--- src/rtl/resolver_cfg_pkg.sv ---
package resolver_cfg_pkg;

    typedef enum logic [1:0] {
        S_IDLE  = 2'd0,
        S_ARMED = 2'd1,
        S_KICK  = 2'd2
    } sel_state_t;

    localparam logic [1:0] MODE_CFG   = 2'b11;
    localparam logic [7:0] A_POS_HI   = 8'h80;
    localparam logic [7:0] A_POS_LO   = 8'h81;
    localparam logic [7:0] A_VEL_HI   = 8'h82;
    localparam logic [7:0] A_VEL_LO   = 8'h83;
    localparam logic [7:0] A_THR_BASE = 8'h88;
    localparam logic [7:0] A_EXC      = 8'h91;
    localparam logic [7:0] A_CTRL     = 8'h92;
    localparam logic [7:0] A_KICK     = 8'hF0;
    localparam logic [7:0] A_FAULT    = 8'hFF;

    // Bit that makes the total count of ones over {addr, data, bit} odd.
    function automatic logic odd_par(input logic [7:0] a, input logic [6:0] d);
        return ~(^{a, d});
    endfunction

endpackage

--- src/rtl/cfg_frame_fsm.sv ---
module cfg_frame_fsm
    import resolver_cfg_pkg::*;
(
    input  logic       clk,
    input  logic       rst_n,
    input  logic       cfg_mode,
    input  logic       rx_valid,
    input  logic [7:0] rx_byte,
    output logic       ld_addr,
    output logic       wr_en,
    output logic [7:0] ptr,
    output logic       kick
);

    sel_state_t state_q, state_d;
    logic [7:0] ptr_q, ptr_d;

    always_comb begin
        state_d = state_q;
        ptr_d   = ptr_q;
        if (!cfg_mode) begin
            state_d = S_IDLE;
        end else if (rx_valid) begin
            unique case (state_q)
                S_IDLE: begin
                    if (rx_byte[7]) begin
                        state_d = S_ARMED;
                        ptr_d   = rx_byte;
                    end
                end
                S_ARMED, S_KICK: begin
                    if (rx_byte[7]) begin
                        state_d = S_ARMED;
                        ptr_d   = rx_byte;
                    end else begin
                        state_d = (ptr_q == A_KICK) ? S_KICK : S_ARMED;
                    end
                end
                default: state_d = S_IDLE;
            endcase
        end else if (state_q == S_KICK) begin
            state_d = S_ARMED;
        end
    end

    always_ff @(posedge clk or negedge rst_n) begin
        if (!rst_n) begin
            state_q <= S_IDLE;
            ptr_q   <= 8'h00;
        end else begin
            state_q <= state_d;
            ptr_q   <= ptr_d;
        end
    end

    always_comb begin
        ld_addr = cfg_mode && rx_valid && rx_byte[7];
        wr_en   = cfg_mode && rx_valid && !rx_byte[7] && (state_q != S_IDLE);
        ptr     = ptr_q;
        kick    = (state_q == S_KICK);
    end

endmodule

--- src/rtl/cfg_fault_latch.sv ---
module cfg_fault_latch #(
    parameter int FW = 8
) (
    input  logic          clk,
    input  logic          rst_n,
    input  logic          reload,
    input  logic [FW-1:0] fault_in,
    output logic [FW-1:0] fault_q
);

    always_ff @(posedge clk or negedge rst_n) begin
        if (!rst_n)      fault_q <= '0;
        else if (reload) fault_q <= fault_in;
        else             fault_q <= fault_q | fault_in;
    end

endmodule

--- src/rtl/cfg_regbank.sv ---
module cfg_regbank
    import resolver_cfg_pkg::*;
#(
    parameter int NUM_THR  = 7,
    parameter int EXC_MIN  = 4,
    parameter int EXC_MAX  = 80,
    parameter int EXC_RST  = 40,
    parameter int CTRL_RST = 63
) (
    input  logic                 clk,
    input  logic                 rst_n,
    input  logic                 wr_en,
    input  logic [7:0]           wr_addr,
    input  logic [6:0]           wr_data,
    input  logic                 par_inject,
    input  logic [7:0]           rd_addr,
    input  logic [15:0]          pos_word,
    input  logic [15:0]          vel_word,
    input  logic [7:0]           fault_in,
    output logic [7:0]           rd_data,
    output logic [6:0]           exc_word,
    output logic [6:0]           ctrl_word,
    output logic [NUM_THR*7-1:0] thr_flat
);

    localparam logic [6:0] EXC_LO = 7'(EXC_MIN);
    localparam logic [6:0] EXC_HI = 7'(EXC_MAX);
    localparam logic [6:0] EXC_R  = 7'(EXC_RST);
    localparam logic [6:0] CTL_R  = 7'(CTRL_RST);

    logic [6:0]         thr_q [NUM_THR];
    logic [NUM_THR-1:0] thr_par;
    logic               exc_par, ctl_par;
    logic [7:0]         fault_q;

    for (genvar g = 0; g < NUM_THR; g++) begin : g_thr
        localparam logic [7:0] THR_ADDR = A_THR_BASE + 8'(g);
        always_ff @(posedge clk or negedge rst_n) begin
            if (!rst_n) begin
                thr_q[g]   <= 7'd0;
                thr_par[g] <= odd_par(THR_ADDR, 7'd0);
            end else if (wr_en && wr_addr == THR_ADDR) begin
                thr_q[g]   <= wr_data;
                thr_par[g] <= odd_par(THR_ADDR, wr_data) ^ par_inject;
            end
        end
        assign thr_flat[g*7 +: 7] = thr_q[g];
    end

    always_ff @(posedge clk or negedge rst_n) begin
        if (!rst_n) begin
            exc_word <= EXC_R;
            exc_par  <= odd_par(A_EXC, EXC_R);
        end else if (wr_en && wr_addr == A_EXC && wr_data >= EXC_LO && wr_data <= EXC_HI) begin
            exc_word <= wr_data;
            exc_par  <= odd_par(A_EXC, wr_data) ^ par_inject;
        end
    end

    always_ff @(posedge clk or negedge rst_n) begin
        if (!rst_n) begin
            ctrl_word <= CTL_R;
            ctl_par   <= odd_par(A_CTRL, CTL_R);
        end else if (wr_en && wr_addr == A_CTRL) begin
            ctrl_word <= wr_data;
            ctl_par   <= odd_par(A_CTRL, wr_data) ^ par_inject;
        end
    end

    cfg_fault_latch #(.FW(8)) u_fault (
        .clk      (clk),
        .rst_n    (rst_n),
        .reload   (wr_en && wr_addr == A_FAULT),
        .fault_in (fault_in),
        .fault_q  (fault_q)
    );

    always_comb begin
        rd_data = 8'h00;
        unique case (rd_addr)
            A_POS_HI: rd_data = pos_word[15:8];
            A_POS_LO: rd_data = pos_word[7:0];
            A_VEL_HI: rd_data = vel_word[15:8];
            A_VEL_LO: rd_data = vel_word[7:0];
            A_EXC:    rd_data = {exc_par ^ odd_par(A_EXC, exc_word), exc_word};
            A_CTRL:   rd_data = {ctl_par ^ odd_par(A_CTRL, ctrl_word), ctrl_word};
            A_FAULT:  rd_data = fault_q;
            default:  rd_data = 8'h00;
        endcase
        for (int i = 0; i < NUM_THR; i++) begin
            if (rd_addr == A_THR_BASE + 8'(i))
                rd_data = {thr_par[i] ^ odd_par(rd_addr, thr_q[i]), thr_q[i]};
        end
    end

endmodule

--- src/rtl/resolver_cfg_regfile.sv ---
module resolver_cfg_regfile
    import resolver_cfg_pkg::*;
#(
    parameter int NUM_THR  = 7,
    parameter int EXC_MIN  = 4,
    parameter int EXC_MAX  = 80,
    parameter int EXC_RST  = 40,
    parameter int CTRL_RST = 63
) (
    input  logic                 clk,
    input  logic                 rst_n,
    input  logic [1:0]           mode_sel,
    input  logic                 rx_valid,
    input  logic [7:0]           rx_byte,
    input  logic                 par_inject,
    input  logic [15:0]          pos_word,
    input  logic [15:0]          vel_word,
    input  logic [7:0]           fault_in,
    output logic [7:0]           tx_byte,
    output logic [6:0]           exc_word,
    output logic [6:0]           ctrl_word,
    output logic [NUM_THR*7-1:0] thr_flat,
    output logic                 exc_restart
);

    logic       cfg_mode, ld_addr, wr_en;
    logic [7:0] ptr, rd_data;

    assign cfg_mode = (mode_sel == MODE_CFG);

    cfg_frame_fsm u_fsm (
        .clk      (clk),
        .rst_n    (rst_n),
        .cfg_mode (cfg_mode),
        .rx_valid (rx_valid),
        .rx_byte  (rx_byte),
        .ld_addr  (ld_addr),
        .wr_en    (wr_en),
        .ptr      (ptr),
        .kick     (exc_restart)
    );

    cfg_regbank #(
        .NUM_THR  (NUM_THR),
        .EXC_MIN  (EXC_MIN),
        .EXC_MAX  (EXC_MAX),
        .EXC_RST  (EXC_RST),
        .CTRL_RST (CTRL_RST)
    ) u_bank (
        .clk        (clk),
        .rst_n      (rst_n),
        .wr_en      (wr_en),
        .wr_addr    (ptr),
        .wr_data    (rx_byte[6:0]),
        .par_inject (par_inject),
        .rd_addr    (rx_byte),
        .pos_word   (pos_word),
        .vel_word   (vel_word),
        .fault_in   (fault_in),
        .rd_data    (rd_data),
        .exc_word   (exc_word),
        .ctrl_word  (ctrl_word),
        .thr_flat   (thr_flat)
    );

    always_ff @(posedge clk or negedge rst_n) begin
        if (!rst_n)       tx_byte <= 8'h00;
        else if (ld_addr) tx_byte <= rd_data;
        else if (wr_en)   tx_byte <= 8'h00;
    end

endmodule

--- config.mk ---
export PLATFORM = sky130hd
export DESIGN_NAME = resolver_cfg_regfile
export DESIGN_NICKNAME = d
export VERILOG_FILES = /design/src/rtl/resolver_cfg_pkg.sv /design/src/rtl/cfg_frame_fsm.sv /design/src/rtl/cfg_fault_latch.sv /design/src/rtl/cfg_regbank.sv /design/src/rtl/resolver_cfg_regfile.sv
export SDC_FILE = /design/constraint.sdc
export NUM_CORES = 1
export LEC_CHECK = 0
export ABC_AREA = 1
export ABC_CLOCK_PERIOD_IN_PS = 2200
export BUFFER_PORTS_ARGS = -buffer_cell sky130_fd_sc_hd__buf_2
export CORE_MARGIN = 5
export CORE_UTILIZATION = 35
export DETAILED_ROUTE_END_ITERATION = 10
export GPL_TIMING_DRIVEN = 0
export HOLD_SLACK_MARGIN = 0.06
export PLACE_DENSITY_LB_ADDON = 0.25
export SLEW_MARGIN = 20
export SYNTH_ARGS = -nofsm -noshare
export SYNTH_HDL_FRONTEND = slang
export SYNTH_SLANG_ARGS = --single-unit
--- constraint.sdc ---
create_clock -name clk -period 2.2 [get_ports clk]
set_input_delay 0.44 -clock clk [delete_from_list [all_inputs] [get_ports clk]]
set_output_delay 0.44 -clock clk [all_outputs]
set_load 0.01 [all_outputs]
==> qor.yml <==
outcome: "finished, final reports clean"
num-fill-cells: 1779
synth_top_area_share_pct: 34.3
die_y_um: 144
tightest_slew_ps: 765
htree_levels: 3
crit_fanout: 7
startpoint: "rx_byte[1]"
top_usage_layer: "met2"
layout_min_cycle_time_ps: 2160
yosysWarnings: 0
clkTransAtPathRegs_ps: 80
synth_top_family_by_area: "simple AND/OR/NAND/NOR gates"
antenna_found_initial: 0
ys_ff_latch: 98
ys_seq_area_share_pct: 39.3
synthTopCellsByCount: "nand2_1 (301), o21ai_0 (91), dfrtp_1 (86), inv_1 (83), nor2_1 (52)"
area_growth_pct: 35.4
dp_hpwl_mm: 14.7
hp-class: "in2reg"
finalClockSkew_ps: 10.2
regArea_um2: 2470
rows: 49
cts_max_path_buffers: 2
start_util_pct: 35.2
synthAdderAreaFrac_pct: 3.78
synth.distinct_cells: 36
period_share_pct: 98.1
grt_first_pass_wirelength_mm: 32.1
via_per_inst: 4.90
cts_tree: "built"
ff2ff_path_depth: 23
met3_usage_pct: 2.98
grtUsageMet2_pct: 32.7
synthXorXnorAreaFrac_pct: 8.36
synthMuxAreaShare_pct: 0
chipWidth_um: 144
num_vias: 6273
grtUsageTotal_pct: 20.0
insertion_delay_ps: 360
detail-route-antenna-nets: 0
grt_use_met1_pct: 27.2
cts_root_buffer: "clkbuf_16"
powerDensity_nw_per_um2: 500
ys_top_cells_by_area: "dfrtp_1 (34%), nand2_1 (18%), o21ai_0 (7.2%)"
io_pins: 126
drive_gt1_share_pct: 28.5
r2r_end: "tx_byte[7]"
slew_headroom_pct: 49.0
grt-ovfl-total: 0
setup.worst_path.end: "tx_byte[2]"
crit_required_ps: 2490
drc_errors: 0
syn_area_um2: 6280
core_area_um2: 17800
layout_setup_ws_ps: 42.8
synthMostInstantiatedCell: "nand2_1"
synthCells: 865
dieArea_um2: 20700
drtPass1Iterations: 5
grt_pass1_vias: 5862
routedWlPerCell_um: 16.1
fmax_mhz: 464
hold_viol: 0
preCtsSetupSlack_ps: -977
syn_nets: 938
routabilityCongestion: 0.877
wl_mm: 20.6
setup_viol: 0
drv_slew: 0
start_kind: "input pin"
vdd_drop_max_mv: 0.412
synth_top_cell_by_area: "dfrtp_1"
critPathCaptureType: "register"
maxCapViolCount: 0
synth_area_per_cell_um2: 7.26
clkSinkCount: 98
cts_buffers: 9
ff2ff_setup_slack_ps: 120
timing.rr.start: "u_bank.ctrl_word[4]"
min_path_cells: 2
synthArstFlopShare_pct: 100
portBuffers: 125
multi_input_area_um2: 3790
nNetsFinal: 1120
rsz0062_at_grt: "true"
diodes: 0
synth_edf_count: 0
yosys.area_share.simple_pct: 28.1
p_leak_uw: 0.00435
synth_compound_area_share_pct: 14.1
hold_ws_ps: 284
critical_path_class: "in2reg"
drtIter0Drc: 417
grt_max_degree: 55
arrival_ps: 2450
ys.flop_type: "dfrtp_1"
-- metal layers --
metal	part of all wire [%]	routed length, um
met1	45	9330
met2	48	9830
met3	4.7	973
met4	2.2	463
met5	0	0
-- timing repair --
item,CTS,global route
setup buffers,25,25
hold buffers,1,0
endpoints found under the setup margin,28,78
hold endpoints to repair,37,0
gates resized for setup,73,79
pin swaps,23,42
-- cells in the final DEF (no fill, tap or decap), types with 6 or more instances in the layout --
| master | netlist | final |
|---|---|---|
| a21oi_1 | 31 | 26 |
| a22oi_1 | 9 | 6 |
| xor2_1 | 24 | 21 |
| nand2_2 | 0 | 24 |
| buf_6 | 0 | 9 |
| o211ai_1 | 6 | 6 |
| dfstp_2 | 12 | 12 |
| clkbuf_1 | 18 | 12 |
| dfrtp_1 | 86 | 86 |
| o21bai_1 | 8 | 8 |
| o21ai_0 | 91 | 88 |
| ha_1 | 19 | 12 |
| xnor2_1 | 36 | 36 |
| nor2_1 | 52 | 50 |
| nand3_1 | 29 | 18 |
| buf_4 | 0 | 40 |
| clkbuf_16 | 0 | 11 |
| buf_12 | 0 | 6 |
| ha_4 | 0 | 7 |
| buf_2 | 2 | 117 |
| inv_1 | 83 | 69 |
| nor3_1 | 16 | 11 |
| inv_4 | 0 | 6 |
| nand2_1 | 301 | 276 |
| nor3_4 | 2 | 8 |
| nand4_1 | 7 | 7 |
| nand3_2 | 0 | 10 |
-- area by class of cell --
type                       count  share of cell area, %
clock inverter                 6                  0.574
clock buffer                  10                   2.81
inverter                      86                   4.65
tap                          229                   3.37
sequential                    98                   29.0
buffer                        17                   1.47
multi-input combinational    661                   44.6
timing repair buffer         174                   13.5
-- cell families after synthesis --
kind of cell | Yosys count
xor+xnor | 60
simple gates | 423
flops | 98
fa+ha+maj | 19
compound gates | 159
buf+inv | 106
-- flip-flops by register name, indices dropped and copies added, names as in the netlist, 2 cells and up --
signal	flops
u_bank.ctrl_word	7
u_bank.thr_par	7
u_bank.exc_word	7
tx_byte	8
u_bank.thr_flat	49
u_fsm.state_q	2
u_bank.u_fault.fault_q	8
u_fsm.ptr	8
-- report_power, final --
| part | leakage (uW) | total (uW) | internal, uW | switching (uW) |
|---|---|---|---|---|
| logic | 0.00295 | 782 | 319 | 463 |
| clock network | 0.000137 | 1570 | 813 | 761 |
| registers | 0.00126 | 1900 | 1850 | 46.6 |
| total | 0.00435 | 4250 | 2980 | 1270 |
-- through the flow --
step / power, uW / setup TNS (ps) / utilization (%) / instance area [um^2] / cells
floorplan: 2300 / 0 / - / 6380 / 865
global placement: 2540 / -61550 / 40.9 / 7290 / 1219
detailed placement: 2560 / -24370 / 41.0 / 7320 / 1220
CTS: 4230 / -26.9 / 45.6 / 8130 / 1262
global route: 4430 / -407 / 47.7 / 8510 / 1281
finish: 4250 / 0 / 47.7 / 8510 / 1281
-- worst max-delay path, stage by stage --
cell and delay (ps):
buf_12 120, inv_4 70, clkbuf_16 140, ha_4 140, clkinv_4 70, nor3_4 160
buf_6 160, nor3_4 50, a31oi_4 270, buf_4 170, a21oi_1 70, o21ai_1 150
nand2_1 80, a21oi_2 170, nor2_1 70, o21ai_1 120
-- worst min path at each step --
stage	slack, ps	endpoint	start
2_1_floorplan	140	tx_byte[0]	rst_n
3_3_place_gp	460	u_fsm.ptr[7]	u_fsm.ptr[7]
3_5_place_dp	410	u_bank.u_fault.fault_q[3]	rst_n
4_1_cts	270	u_bank.u_fault.fault_q[7]	fault_in[7]
5_1_grt	290	u_bank.u_fault.fault_q[2]	fault_in[2]
6_report	280	u_bank.u_fault.fault_q[7]	fault_in[7]
No activity file was read; power rests on OpenSTA's default activity.
